==> config.mk <==
export PLATFORM = sky130hd
export DESIGN_NAME = pt_walker
export DESIGN_NICKNAME = d
export VERILOG_FILES = /design/src/rtl/pt_walker_pkg.sv /design/src/rtl/pt_addr_gen.sv /design/src/rtl/pt_leaf_check.sv /design/src/rtl/pt_walk_ctrl.sv /design/src/rtl/pt_walker.sv
export SDC_FILE = /design/constraint.sdc
export NUM_CORES = 1
export LEC_CHECK = 0
export ABC_AREA = 0
export ABC_CLOCK_PERIOD_IN_PS = 3700
export CAP_MARGIN = 30
export CORE_ASPECT_RATIO = 0.9
export CORE_MARGIN = 3
export CORE_UTILIZATION = 36
export CTS_BUF_LIST = sky130_fd_sc_hd__clkbuf_8
export DETAILED_ROUTE_END_ITERATION = 8
export PLACE_DENSITY = 0.6
export SLEW_MARGIN = 20
export SYNTH_ARGS = -nofsm -noshare
export SYNTH_HDL_FRONTEND = slang
export SYNTH_HIERARCHICAL = 1
export SYNTH_SLANG_ARGS = --single-unit
export TNS_END_PERCENT = 1
==> constraint.sdc <==
create_clock -name clk -period 3.7 [get_ports clk]
set_clock_uncertainty 0.2 [all_clocks]
set_input_delay 0.74 -clock clk [delete_from_list [all_inputs] [get_ports clk]]
set_output_delay 0.74 -clock clk [all_outputs]
set_load 0.01 [all_outputs]
==> src/rtl/pt_walker_pkg.sv <==
package pt_walker_pkg;

   typedef enum logic [1:0] {
      ACC_READ  = 2'b00,
      ACC_WRITE = 2'b01,
      ACC_EXEC  = 2'b10,
      ACC_RSVD  = 2'b11
   } acc_t;

   typedef enum logic [1:0] {
      FLT_NONE   = 2'b00,
      FLT_ABSENT = 2'b01,
      FLT_PROT   = 2'b10
   } flt_t;

   typedef enum logic [2:0] {
      ST_IDLE,
      ST_L1_REQ,
      ST_L1_WAIT,
      ST_L2_REQ,
      ST_L2_WAIT,
      ST_DONE
   } walk_st_t;

   // entry flag positions
   localparam int unsigned PTE_V   = 0;
   localparam int unsigned PTE_W   = 1;
   localparam int unsigned PTE_X   = 2;
   localparam int unsigned PTE_REF = 3;
   localparam int unsigned PTE_MOD = 4;
   localparam int unsigned PTE_NC  = 5;
   localparam int unsigned PTE_BIG = 7;

endpackage

==> src/rtl/pt_addr_gen.sv <==
module pt_addr_gen
   import pt_walker_pkg::*;
#(
   parameter int unsigned ADDR_W   = 32,
   parameter int unsigned OUTER_W  = 10,
   parameter int unsigned INNER_W  = 10,
   parameter int unsigned OFF_W    = 12,
   parameter bit          LARGE_EN = 1'b1
) (
   input  logic [ADDR_W-1:0] root_i,
   input  logic [ADDR_W-1:0] new_la_i,
   input  logic [ADDR_W-1:0] la_i,
   input  logic [ADDR_W-1:0] entry_i,
   output logic [ADDR_W-1:0] top_addr_o,
   output logic [ADDR_W-1:0] leaf_addr_o,
   output logic [ADDR_W-1:0] pa_small_o,
   output logic [ADDR_W-1:0] pa_large_o,
   output logic              big_o
);
   localparam int unsigned SPAN_W = INNER_W + OFF_W;
   localparam int unsigned OTBL_W = OUTER_W + 2;
   localparam int unsigned ITBL_W = INNER_W + 2;

   logic unused_bits;
   assign unused_bits = ^{root_i, new_la_i, la_i, entry_i};

   assign top_addr_o  = {root_i[ADDR_W-1:OTBL_W], new_la_i[ADDR_W-1:SPAN_W], 2'b00};
   assign leaf_addr_o = {entry_i[ADDR_W-1:ITBL_W], la_i[SPAN_W-1:OFF_W], 2'b00};
   assign pa_small_o  = {entry_i[ADDR_W-1:OFF_W], la_i[OFF_W-1:0]};

   generate
      if (LARGE_EN) begin : g_large
         assign big_o      = entry_i[PTE_BIG];
         assign pa_large_o = {entry_i[ADDR_W-1:SPAN_W], la_i[SPAN_W-1:0]};
      end else begin : g_small_only
         assign big_o      = 1'b0;
         assign pa_large_o = '0;
      end
   endgenerate

endmodule

==> src/rtl/pt_leaf_check.sv <==
module pt_leaf_check
   import pt_walker_pkg::*;
#(
   parameter int unsigned ADDR_W = 32
) (
   input  logic [ADDR_W-1:0] entry_i,
   input  acc_t              acc_i,
   output flt_t              fault_o,
   output logic              set_ref_o,
   output logic              set_mod_o,
   output logic              nocache_o
);
   logic allowed;
   logic ok;
   logic unused_bits;

   assign unused_bits = ^entry_i;

   always_comb begin
      unique case (acc_i)
         ACC_READ:  allowed = 1'b1;
         ACC_WRITE: allowed = entry_i[PTE_W];
         ACC_EXEC:  allowed = entry_i[PTE_X];
         default:   allowed = 1'b0;
      endcase
   end

   always_comb begin
      if (!entry_i[PTE_V])  fault_o = FLT_ABSENT;
      else if (!allowed)    fault_o = FLT_PROT;
      else                  fault_o = FLT_NONE;
   end

   assign ok        = (fault_o == FLT_NONE);
   assign set_ref_o = ok && !entry_i[PTE_REF];
   assign set_mod_o = ok && (acc_i == ACC_WRITE) && !entry_i[PTE_MOD];
   assign nocache_o = ok && entry_i[PTE_NC];

endmodule

==> src/rtl/pt_walk_ctrl.sv <==
module pt_walk_ctrl
   import pt_walker_pkg::*;
#(
   parameter int unsigned ADDR_W = 32
) (
   input  logic              clk,
   input  logic              rst_n,
   input  logic              req_valid_i,
   input  logic [ADDR_W-1:0] req_addr_i,
   input  acc_t              req_acc_i,
   output logic              req_ready_o,
   output logic              mem_req_valid_o,
   input  logic              mem_req_ready_i,
   output logic [ADDR_W-1:0] mem_req_addr_o,
   input  logic              mem_rsp_valid_i,
   input  logic              rsp_present_i,
   input  logic              big_i,
   input  logic [ADDR_W-1:0] top_addr_i,
   input  logic [ADDR_W-1:0] leaf_addr_i,
   input  logic [ADDR_W-1:0] pa_small_i,
   input  logic [ADDR_W-1:0] pa_large_i,
   input  flt_t              fault_i,
   input  logic              set_ref_i,
   input  logic              set_mod_i,
   input  logic              nocache_i,
   output logic [ADDR_W-1:0] la_o,
   output acc_t              acc_o,
   output logic              res_valid_o,
   output logic [1:0]        res_fault_o,
   output logic [ADDR_W-1:0] res_paddr_o,
   output logic              res_large_o,
   output logic              res_nocache_o,
   output logic              res_set_ref_o,
   output logic              res_set_mod_o
);
   walk_st_t          st_q;
   logic [ADDR_W-1:0] mem_addr_q;
   logic              finish;
   logic              from_top;
   logic              ok;

   always_comb begin
      finish   = 1'b0;
      from_top = 1'b0;
      if (mem_rsp_valid_i) begin
         if (st_q == ST_L1_WAIT && (!rsp_present_i || big_i)) begin
            finish   = 1'b1;
            from_top = rsp_present_i;
         end
         if (st_q == ST_L2_WAIT) finish = 1'b1;
      end
   end

   assign ok = (fault_i == FLT_NONE);

   always_ff @(posedge clk or negedge rst_n) begin
      if (!rst_n) begin
         st_q          <= ST_IDLE;
         mem_addr_q    <= '0;
         la_o          <= '0;
         acc_o         <= ACC_READ;
         res_fault_o   <= FLT_NONE;
         res_paddr_o   <= '0;
         res_large_o   <= 1'b0;
         res_nocache_o <= 1'b0;
         res_set_ref_o <= 1'b0;
         res_set_mod_o <= 1'b0;
      end else if (finish) begin
         st_q          <= ST_DONE;
         res_fault_o   <= fault_i;
         res_paddr_o   <= !ok ? '0 : (from_top ? pa_large_i : pa_small_i);
         res_large_o   <= ok && from_top;
         res_nocache_o <= nocache_i;
         res_set_ref_o <= set_ref_i;
         res_set_mod_o <= set_mod_i;
      end else begin
         unique case (st_q)
            ST_IDLE: if (req_valid_i) begin
               la_o       <= req_addr_i;
               acc_o      <= req_acc_i;
               mem_addr_q <= top_addr_i;
               st_q       <= ST_L1_REQ;
            end
            ST_L1_REQ:  if (mem_req_ready_i) st_q <= ST_L1_WAIT;
            ST_L1_WAIT: if (mem_rsp_valid_i) begin
               mem_addr_q <= leaf_addr_i;
               st_q       <= ST_L2_REQ;
            end
            ST_L2_REQ:  if (mem_req_ready_i) st_q <= ST_L2_WAIT;
            ST_L2_WAIT: st_q <= ST_L2_WAIT;
            default:    st_q <= ST_IDLE;
         endcase
      end
   end

   assign req_ready_o     = (st_q == ST_IDLE);
   assign mem_req_valid_o = (st_q == ST_L1_REQ) || (st_q == ST_L2_REQ);
   assign mem_req_addr_o  = mem_addr_q;
   assign res_valid_o     = (st_q == ST_DONE);

endmodule

==> src/rtl/pt_walker.sv <==
module pt_walker
   import pt_walker_pkg::*;
#(
   parameter int unsigned ADDR_W   = 32,
   parameter int unsigned OUTER_W  = 10,
   parameter int unsigned INNER_W  = 10,
   parameter int unsigned OFF_W    = 12,
   parameter bit          LARGE_EN = 1'b1
) (
   input  logic              clk,
   input  logic              rst_n,
   input  logic              root_we,
   input  logic [ADDR_W-1:0] root_wdata,
   input  logic              req_valid,
   output logic              req_ready,
   input  logic [ADDR_W-1:0] req_addr,
   input  logic [1:0]        req_acc,
   output logic              mem_req_valid,
   input  logic              mem_req_ready,
   output logic [ADDR_W-1:0] mem_req_addr,
   input  logic              mem_rsp_valid,
   input  logic [ADDR_W-1:0] mem_rsp_data,
   output logic              res_valid,
   output logic [1:0]        res_fault,
   output logic [ADDR_W-1:0] res_paddr,
   output logic              res_large,
   output logic              res_nocache,
   output logic              res_set_ref,
   output logic              res_set_mod
);
   generate
      if (OUTER_W + INNER_W + OFF_W != ADDR_W) begin : g_bad_split
         $error("index and offset widths must add up to ADDR_W");
      end
      if (OFF_W <= PTE_BIG || INNER_W + 2 <= PTE_BIG || OUTER_W + 2 > ADDR_W) begin : g_bad_flags
         $error("flag bits must lie below every frame and table field");
      end
   endgenerate

   logic [ADDR_W-1:0] root_q;
   logic [ADDR_W-1:0] la_q;
   acc_t              acc_q;
   logic [ADDR_W-1:0] top_addr, leaf_addr, pa_small, pa_large;
   logic              big;
   flt_t              leaf_fault;
   logic              leaf_ref, leaf_mod, leaf_nc;

   always_ff @(posedge clk or negedge rst_n) begin
      if (!rst_n)       root_q <= '0;
      else if (root_we) root_q <= root_wdata;
   end

   pt_addr_gen #(
      .ADDR_W(ADDR_W), .OUTER_W(OUTER_W), .INNER_W(INNER_W),
      .OFF_W(OFF_W), .LARGE_EN(LARGE_EN)
   ) u_addr (
      .root_i(root_q), .new_la_i(req_addr), .la_i(la_q), .entry_i(mem_rsp_data),
      .top_addr_o(top_addr), .leaf_addr_o(leaf_addr),
      .pa_small_o(pa_small), .pa_large_o(pa_large), .big_o(big)
   );

   pt_leaf_check #(.ADDR_W(ADDR_W)) u_check (
      .entry_i(mem_rsp_data), .acc_i(acc_q), .fault_o(leaf_fault),
      .set_ref_o(leaf_ref), .set_mod_o(leaf_mod), .nocache_o(leaf_nc)
   );

   pt_walk_ctrl #(.ADDR_W(ADDR_W)) u_ctrl (
      .clk(clk), .rst_n(rst_n),
      .req_valid_i(req_valid), .req_addr_i(req_addr), .req_acc_i(acc_t'(req_acc)),
      .req_ready_o(req_ready),
      .mem_req_valid_o(mem_req_valid), .mem_req_ready_i(mem_req_ready),
      .mem_req_addr_o(mem_req_addr), .mem_rsp_valid_i(mem_rsp_valid),
      .rsp_present_i(mem_rsp_data[PTE_V]), .big_i(big),
      .top_addr_i(top_addr), .leaf_addr_i(leaf_addr),
      .pa_small_i(pa_small), .pa_large_i(pa_large),
      .fault_i(leaf_fault), .set_ref_i(leaf_ref), .set_mod_i(leaf_mod), .nocache_i(leaf_nc),
      .la_o(la_q), .acc_o(acc_q),
      .res_valid_o(res_valid), .res_fault_o(res_fault), .res_paddr_o(res_paddr),
      .res_large_o(res_large), .res_nocache_o(res_nocache),
      .res_set_ref_o(res_set_ref), .res_set_mod_o(res_set_mod)
   );

endmodule

==> summary.md, run 1 <==
| Metric | Value |
|---|---|
| Initial antenna violation count | 0 |
| Fin crit period | 2.78 ns |
| Crit path launch | u_ctrl/st_q[0] |
| Layout Cells excl Fill | 771 |
| CP Data Arrival Time | 1.84 ns |
| Critical path class | flop to output pin |
| Total placed cells including tap cells | 737 |
| Core area | 0.0172 mm^2 |
| Clk root buf | clkbuf_8 |
| Detailed Route WL | 14000 um |
| LEAKAGE | 3.18 nW |
| CTS tree | yes |
| PortBufs | 159 |
| Number of global-route vias before repair | 3749 |
| Clk slew on worst S/H paths | 0.07 ns |
| Min-Delay Path Class | flop to flop |
| VDD IR max | 0.311 mV |
| Slew Limit Fails | 0 |
| Vias | 3504 |
| Largest net degree at the start of global routing | 70 |
| R2R Setup Slk | 1.35 ns |
| Sink Count | 117 |
| R2r startpoint | u_ctrl/st_q[2] |
| F_max | 360 MHz |
| Max Cap Viol | 0 |
| CTS H-Tree Depth | 4 |
| Max Buffers Root-to-Sink | 2 |
| Vias per inst | 4.54 |
| RSZ-0062 raised after global routing | false |
| Ant diodes | 0 |
| Gr ovfl total | 0 |
| Postcts setup bufs | 0 |
| PD cells | 763 mW/mm^2 |
| Post-DR wirelength/cell | 18.2 um |
| RR Endpoint | u_ctrl/mem_req_addr_o[31] |
| Share of layout cells above drive strength 1 | 0.308 |
| Critical path endpoint category | output pin |
| Starting Density | 0.374 |
| # rows | 45 |
| Die area | 0.0195 mm^2 |
| Nets | 627 |
| Startpoint types | flop |
| Final number of hold-violating endpoints | 0 |
| Fin Setup TNS | 0 ns |
| Reg2Reg Depth | 5 |
| Post-Syn Area per Cell | 13.2 um^2 |
| Placer Congestion | 0.805 |
| I/O pins | 177 |
| Clk Latency, worst-skew pair | 0.43 ns |
| Status | finished, final reports clean |
| CP required | 2.76 ns |
| Cells after Synth | 487 |
| Ys Warns | 6 |
| Mapped Area | 0.00642 mm^2 |
| First-pass DRT Iterations | 4 |
| Post-route DRC | 0 |
| CTS buffer count | 17 |
| FILL cells | 1560 |
| DRT iter0 DRCs | 72 |
| First-pass GRT wire length | 22200 um |
| Area growth syn-to-layout | 20.1% |
| Chip width | 147 um |
| Hold_sp | u_ctrl/res_paddr_o[22] |
| Critical Path End | mem_req_valid |
| Setup violators final | 0 |
| Post-DP HPWL | 9650 um |
| Crit-path max FO | 9 |
| Die H | 133 um |
| Hold_ws | 0.291 ns |
| Final worst-path cycle share | 0.751 |
| Global Route Usage Sum | 0.147 |
| ANT nets after route | 0 |
-- sequential cells by signal, indices dropped and copies added, names as in the netlist --
name,cells
u_ctrl/la_o,22
u_ctrl/res_fault_o,2
u_ctrl/st_q,3
u_ctrl/res_large_o,1
u_ctrl/res_nocache_o,1
u_ctrl/res_set_mod_o,1
u_ctrl/mem_req_addr_o,32
root_q,20
u_ctrl/res_paddr_o,32
u_ctrl/res_set_ref_o,1
u_ctrl/acc_o,2
-- worst min-delay path by stage --
stage,to,slack [ns],cells past startpoint
after floorplan,root_q[12],0.24,0
after global placement,u_ctrl/res_paddr_o[7],0.27,1
after detailed placement,u_ctrl/res_paddr_o[16],0.27,1
after CTS,u_ctrl/mem_req_addr_o[4],0.25,1
after global routing,u_ctrl/res_paddr_o[7],0.31,1
final,u_ctrl/res_paddr_o[22],0.29,1
-- worst max-delay path, stage by stage, from the launching register on --
cell and delay, ns:
dfrtp_1 0.57, inv_1 0.10, nor2_1 0.17, clkdlybuf4s50_1 0.57
-- where the power goes --
group | leakage [nW] | internal, mW | switching (mW)
registers | 1.43 | 1.78 | 0.369
logic | 1.53 | 1.58 | 0.938
clock network | 0.215 | 0.699 | 0.513
total | 3.18 | 4.06 | 1.82
-- layer usage --
metal,GRT usage,wire (um)
met5,0,0
met4,0.0439,169
met3,0.0483,718
met2,0.223,6550
met1,0.200,6600
-- placed cells by master (no fill, tap or decap), types with 2 or more instances in the layout --
| cell type | count |
|---|---|
| clkdlybuf4s50_1 | 158 |
| dfrtp_1 | 117 |
| mux2_2 | 65 |
| mux2_4 | 48 |
| mux2i_1 | 33 |
| o2bb2ai_1 | 33 |
| clkbuf_8 | 23 |
| nor2_1 | 7 |
| inv_1 | 6 |
| buf_4 | 6 |
| clkinv_2 | 4 |
| conb_1 | 4 |
| buf_12 | 3 |
| bufinv_16 | 2 |
| clkinvlp_4 | 2 |
| o22ai_1 | 2 |
| nand2_1 | 2 |
-- final cells by class --
class	count	area, um^2	area share
Clock inverter	9	98.8	0.0128
Tap cell	235	294	0.0381
Clock buffer	23	317	0.0411
Sequential cell	117	2930	0.380
Multi-Input combinational cell	213	2330	0.302
Timing Repair Buffer	169	1720	0.224
Inverter	5	18.8	0.00244
-- timing repair --
action,in CTS,in global routing
gates resized for setup,0,0
hold endpoints to repair,0,14
hold buffers,0,1
-- metrics by stage --
step	setup slack, ns	power [mW]	utilization	area (um^2)
final	0.920	5.88	0.449	7710
after global routing	0.815	6.22	0.449	7710
after floorplan	1.20	3.99	-	6430
after detailed placement	0.705	4.71	0.422	7250
after CTS	0.901	5.96	0.447	7670
after global placement	0.722	4.66	0.422	7250
Power figures use the tool's default switching activity.
==> run 2: changes to the inputs <==
--- a/config.mk
+++ b/config.mk
@@ -6,14 +6,14 @@
 export NUM_CORES = 1
 export LEC_CHECK = 0
 export ABC_AREA = 0
-export ABC_CLOCK_PERIOD_IN_PS = 3700
+export ABC_CLOCK_PERIOD_IN_PS = 2400
 export CAP_MARGIN = 30
 export CORE_ASPECT_RATIO = 0.9
 export CORE_MARGIN = 3
 export CORE_UTILIZATION = 36
 export CTS_BUF_LIST = sky130_fd_sc_hd__clkbuf_8
 export DETAILED_ROUTE_END_ITERATION = 8
-export PLACE_DENSITY = 0.6
+export PLACE_DENSITY = 0.63
 export SLEW_MARGIN = 20
 export SYNTH_ARGS = -nofsm -noshare
 export SYNTH_HDL_FRONTEND = slang
==> constraint.sdc (replaced) <==
create_clock -name clk -period 2.4 [get_ports clk]
set_clock_uncertainty 0.2 [all_clocks]
set_input_delay 0.48 -clock clk [delete_from_list [all_inputs] [get_ports clk]]
set_output_delay 0.48 -clock clk [all_outputs]
set_load 0.01 [all_outputs]
==> run 2 against run 1 <==
  * Die area is the same
  * Sequential share of layout area shrank 0.75 points
  * Worst hold slack lost 0.0045 ns
  * First-iteration DRC count grew 120%
  * Clock-buffer cell count shrank 4
  * Critical path type unchanged
  * Highest routed layer unchanged
==> summary.md, run 2 (synthesis gave the netlist of run 1 again) <==
| Metric | Value |
|---|---|
| First-pass GRT wire length | 22600 um |
| CTS H-Tree Depth | 4 |
| CP cell instances | buf_4 > nor3_1 > dlygate4sd2_1 |
| Clk Latency, worst-skew pair | 0.44 ns |
| VDD IR max | 0.473 mV |
| Max Cap Viol | 0 |
| Pwr Total | 9.34 mW |
| Max Buffers Root-to-Sink | 2 |
| RSZ-0062 raised after global routing | false |
| Largest net degree at the start of global routing | 74 |
| Die H | 133 um |
| CP required | 1.72 ns |
| CP Data Arrival Time | 1.62 ns |
| Number of global-route vias before repair | 3943 |
| Core area | 0.0172 mm^2 |
| Most Used Layer, Global Route | met2 |
| Final worst-path cycle share | 0.959 |
| LEAKAGE | 3.27 nW |
| Crit path largest cell delay | 0.43 ns |
| Met3 GRT Util | 0.0575 |
| Chip width | 147 um |
| Area growth syn-to-layout | 22.6% |
| Most common cell after layout, fill and taps aside | clkdlybuf4s50_1 |
| Die area | 0.0195 mm^2 |
| Post-route DRC | 0 |
| Detailed Route WL | 14000 um |
| GR Layer Usage met2 | 0.227 |
| Slew Limit Fails | 0 |
| Crit-path max FO | 5 |
| Fin crit period | 2.30 ns |
| PD cells | 1190 mW/mm^2 |
| CTS tree | yes |
| Starting Density | 0.374 |
| Clk slew on worst S/H paths | 0.06 ns |
| Clk root buf | clkbuf_8 |
| Area after DPL | 0.00744 mm^2 |
| Min-Delay Path Class | flop to flop |
| Startpoint types | flop |
| # rows | 45 |
| GR met1 Demand/Resource | 0.196 |
| Final number of hold-violating endpoints | 0 |
| CTS buffer count | 17 |
| Status | finished, final reports clean |
| Crit path launch | u_ctrl/st_q[2] |
| Critical path endpoint category | output pin |
| Setup violators final | 0 |
| Post-DP HPWL | 9950 um |
| Fin Setup TNS | 0 ns |
| Post-route cell area | 0.00787 mm^2 |
| Sink Count | 117 |
| PortBufs | 159 |
| I/O pins | 177 |
| F_max | 434 MHz |
| Vias | 3523 |
| Nets | 641 |
| ANT nets after route | 0 |
| First-pass DRT Iterations | 4 |
| Hold_sp | u_ctrl/res_paddr_o[31] |
| Initial antenna violation count | 0 |
| Critical path class | flop to output pin |
| Finished Core Util | 0.458 |
| Ant diodes | 0 |
| Commonest non-fill, non-tap cells in the layout | clkdlybuf4s50_1, dfrtp_1, mux2_2 |
| Postcts setup bufs | 0 |
| Slowest CP cell | dfrtp_1 |
| Gr ovfl total | 0 |
| Share of layout cells above drive strength 1 | 0.328 |
| Placer Congestion | 0.830 |
| Post-DR wirelength/cell | 17.9 um |
| Global Route Usage Sum | 0.149 |
| Final worst slack | 0.0977 ns |
| Setup WS pre-CTS | -0.255 ns |
| R2r startpoint | u_ctrl/st_q[2] |
| Vias per inst | 4.50 |
| DRT iter0 DRCs | 160 |
==> run 2: final timing paths <==
check                                            end  slack (ns)  cells after the start
setup / recovery                           req_ready         0.1                      3
hold / removal                u_ctrl/res_paddr_o[31]        0.29                      1
setup reg to reg           u_ctrl/mem_req_addr_o[30]        0.28                      5
hold reg to reg               u_ctrl/res_paddr_o[31]        0.29                      1
max in group asynchronous                 root_q[29]        1.24                      3
min in group asynchronous   u_ctrl/mem_req_addr_o[1]        0.36                      3
==> run 2: layout make-up <==
cell class | count | area, um^2
clock buffer | 19 | 262
timing repair buffer | 183 | 1880
fill | 1503 | 9300
tap | 235 | 294
inverter | 5 | 18.8
multi-input combinational | 213 | 2330
clock inverter | 11 | 158
sequential | 117 | 2930
==> run 2: stage by stage <==
stage                     std cells  hold slack, ns
after global routing            783           0.304
after floorplan                 490         -0.0156
after CTS                       783           0.293
final                           783           0.287
after global placement          752           0.275
after detailed placement        752           0.274
==> run 2: timing repair <==
action	4_1_cts	5_1_grt
hold buffers	1	0
hold endpoints to repair	117	0
resized for setup	5	0
endpoints found under the setup margin	3	0
==> run 2: routing by layer <==
metal / part of all wire / vias up
met5: 0 / -
met4: 0.013 / 0
met1: 0.46 / 1739
li1: - / 1669
met3: 0.063 / 10
met2: 0.46 / 105
==> run 2: critical path: cells and delay by family, from the launching register on <==
kind	cells	cell delay [ns]
buffers and inverters	2	0.50
flip-flops	1	0.43
AND/OR/NAND/NOR	1	0.26
==> run 2: power by group <==
part / total (mW) / switching (mW) / internal (mW) / leakage, nW
clock: 1.95 / 0.782 / 1.16 / 0.217
combinational: 4.08 / 1.50 / 2.58 / 1.63
sequential: 3.31 / 0.560 / 2.75 / 1.43
total: 9.34 / 2.85 / 6.49 / 3.27
==> run 3: changes to the inputs <==
--- a/config.mk
+++ b/config.mk
@@ -10,10 +10,11 @@
 export CAP_MARGIN = 30
 export CORE_ASPECT_RATIO = 0.9
 export CORE_MARGIN = 3
-export CORE_UTILIZATION = 36
+export CORE_UTILIZATION = 26
 export CTS_BUF_LIST = sky130_fd_sc_hd__clkbuf_8
 export DETAILED_ROUTE_END_ITERATION = 8
-export PLACE_DENSITY = 0.63
+export PLACE_DENSITY = 0.48
+export SKIP_LAST_GASP = 1
 export SLEW_MARGIN = 20
 export SYNTH_ARGS = -nofsm -noshare
 export SYNTH_HDL_FRONTEND = slang
==> run 3 against run 2 <==
  * Combinational power increased by 3%
  * Maximum frequency up 0.90%
  * Critical path type unchanged
  * Sequential share of layout area shrank 0.72 points
  * Critical path depth fell by 1
  * Critical endpoint is now mem_req_valid
  * Highest routed layer unchanged
  * Clock power is essentially flat
==> summary.md, run 3 (synthesis gave the netlist of run 1 again) <==
| Metric | Value |
|---|---|
| Vias per inst | 4.23 |
| Area after DPL | 0.00757 mm^2 |
| Hold depth | 1 |
| Post-route DRC | 0 |
| Status | finished, final reports clean |
| Critical path endpoint category | output pin |
| # rows | 53 |
| Reg2Reg Depth | 6 |
| Slew @ Worst Pin | 0.538 ns |
| Nets | 640 |
| Post-DR wirelength/cell | 18.2 um |
| R2R Setup Slk | 0.26 ns |
| Layout Cells excl Fill | 851 |
| Starting Density | 0.270 |
| Global Route Usage Sum | 0.119 |
| Core area | 0.0238 mm^2 |
| I/O pins | 177 |
| Max Cap Viol | 0 |
| Max Buffers Root-to-Sink | 2 |
| CTS H-Tree Depth | 4 |
| F_max | 438 MHz |
| Share of layout cells above drive strength 1 | 0.326 |
| CP Data Arrival Time | 1.60 ns |
| Number of global-route vias before repair | 3975 |
| Detailed Route WL | 15500 um |
| Final number of hold-violating endpoints | 0 |
| Slew Limit Fails | 0 |
| Setup violators final | 0 |
| ANT nets after route | 0 |
| Chip width | 172 um |
| Most common cell after layout, fill and taps aside | clkdlybuf4s50_1 |
| Critical path class | flop to output pin |
| Final worst slack | 0.118 ns |
| First-pass DRT Iterations | 4 |
| Fin Setup TNS | 0 ns |
| DRT iter0 DRCs | 151 |
| Gr ovfl total | 0 |
| Commonest non-fill, non-tap cells in the layout | clkdlybuf4s50_1, dfrtp_1, mux2_2 |
| Die H | 155 um |
| VDD IR max | 0.373 mV |
| Clk slew on worst S/H paths | 0.06 ns |
| CTS tree | yes |
| Clk root buf | clkbuf_8 |
| Startpoint types | flop |
| PD cells | 1180 mW/mm^2 |
| CP required | 1.72 ns |
| LEAKAGE | 3.31 nW |
| Crit-path max FO | 5 |
| Worst min-delay path endpoint | u_ctrl/res_paddr_o[12] |
| Fin crit period | 2.28 ns |
| Setup WS pre-CTS | -0.218 ns |
| Vias | 3601 |
| Post-route cell area | 0.00803 mm^2 |
| Rel. slew slack | 0.641 |
| Hold_ws | 0.289 ns |
| RSZ-0062 raised after global routing | true |
| Hold_sp | u_ctrl/res_paddr_o[12] |
| PortBufs | 159 |
| Die area | 0.0266 mm^2 |
| Finished Core Util | 0.337 |
| Post-DP HPWL | 11100 um |
| Ant diodes | 0 |
| Placer Congestion | 0.762 |
| Sink Count | 117 |
| Min-Delay Path Class | flop to flop |
| CTS buffer count | 17 |
| Initial antenna violation count | 0 |
| Area growth syn-to-layout | 25.1% |
| Total placed cells including tap cells | 816 |
| Clk Latency, worst-skew pair | 0.43 ns |
| First-pass GRT wire length | 23900 um |
| RR Endpoint | u_ctrl/mem_req_addr_o[25] |
| Pwr Total | 9.51 mW |
| Largest net degree at the start of global routing | 45 |
| R2r startpoint | u_ctrl/st_q[2] |
| Final worst-path cycle share | 0.951 |
run 3: worst max-delay path by stage:
stage,end,startpoint
after floorplan,u_ctrl/mem_req_addr_o[10],mem_rsp_data[7]
after global placement,u_ctrl/mem_req_addr_o[0],mem_rsp_data[7]
after detailed placement,u_ctrl/mem_req_addr_o[24],mem_rsp_data[7]
after CTS,mem_req_valid,u_ctrl/st_q[0]
after global routing,mem_req_valid,u_ctrl/st_q[2]
final,mem_req_valid,u_ctrl/st_q[2]
run 3: report_power, final:
part | total (mW) | switching (mW) | internal, mW | leakage (nW)
clock network | 1.97 | 0.806 | 1.17 | 0.229
logic | 4.22 | 1.54 | 2.68 | 1.65
registers | 3.31 | 0.558 | 2.75 | 1.43
run 3: metal layers:
metal  vias up  wire length, um  GRT usage
li1       1670                -          -
met1      1838             7110      0.156
met2        83             7520      0.193
met3        10              672     0.0330
met4         0              181     0.0326
met5         -                0          0
run 3: worst max-delay path, cell delays in order (launching register included):
cell and delay, ns:
dfrtp_1 0.45, nor2_1 0.17, clkdlybuf4s50_1 0.56
run 3: cell type report:
type	count	area [um^2]
Clock buffer	19	262
Fill cell	2325	15800
Tap cell	302	378
Sequential cell	117	2930
Timing Repair Buffer	182	1940
Inverter	5	18.8
Multi-Input combinational cell	213	2330
Clock inverter	13	164
run 3: timing repair:
action,CTS,global route
hold endpoints to repair,34,0
gates cloned,0,0
setup buffers,0,2
hold buffers,1,0
pin swaps,0,0
resized for setup,4,1
endpoints found under the setup margin,3,2
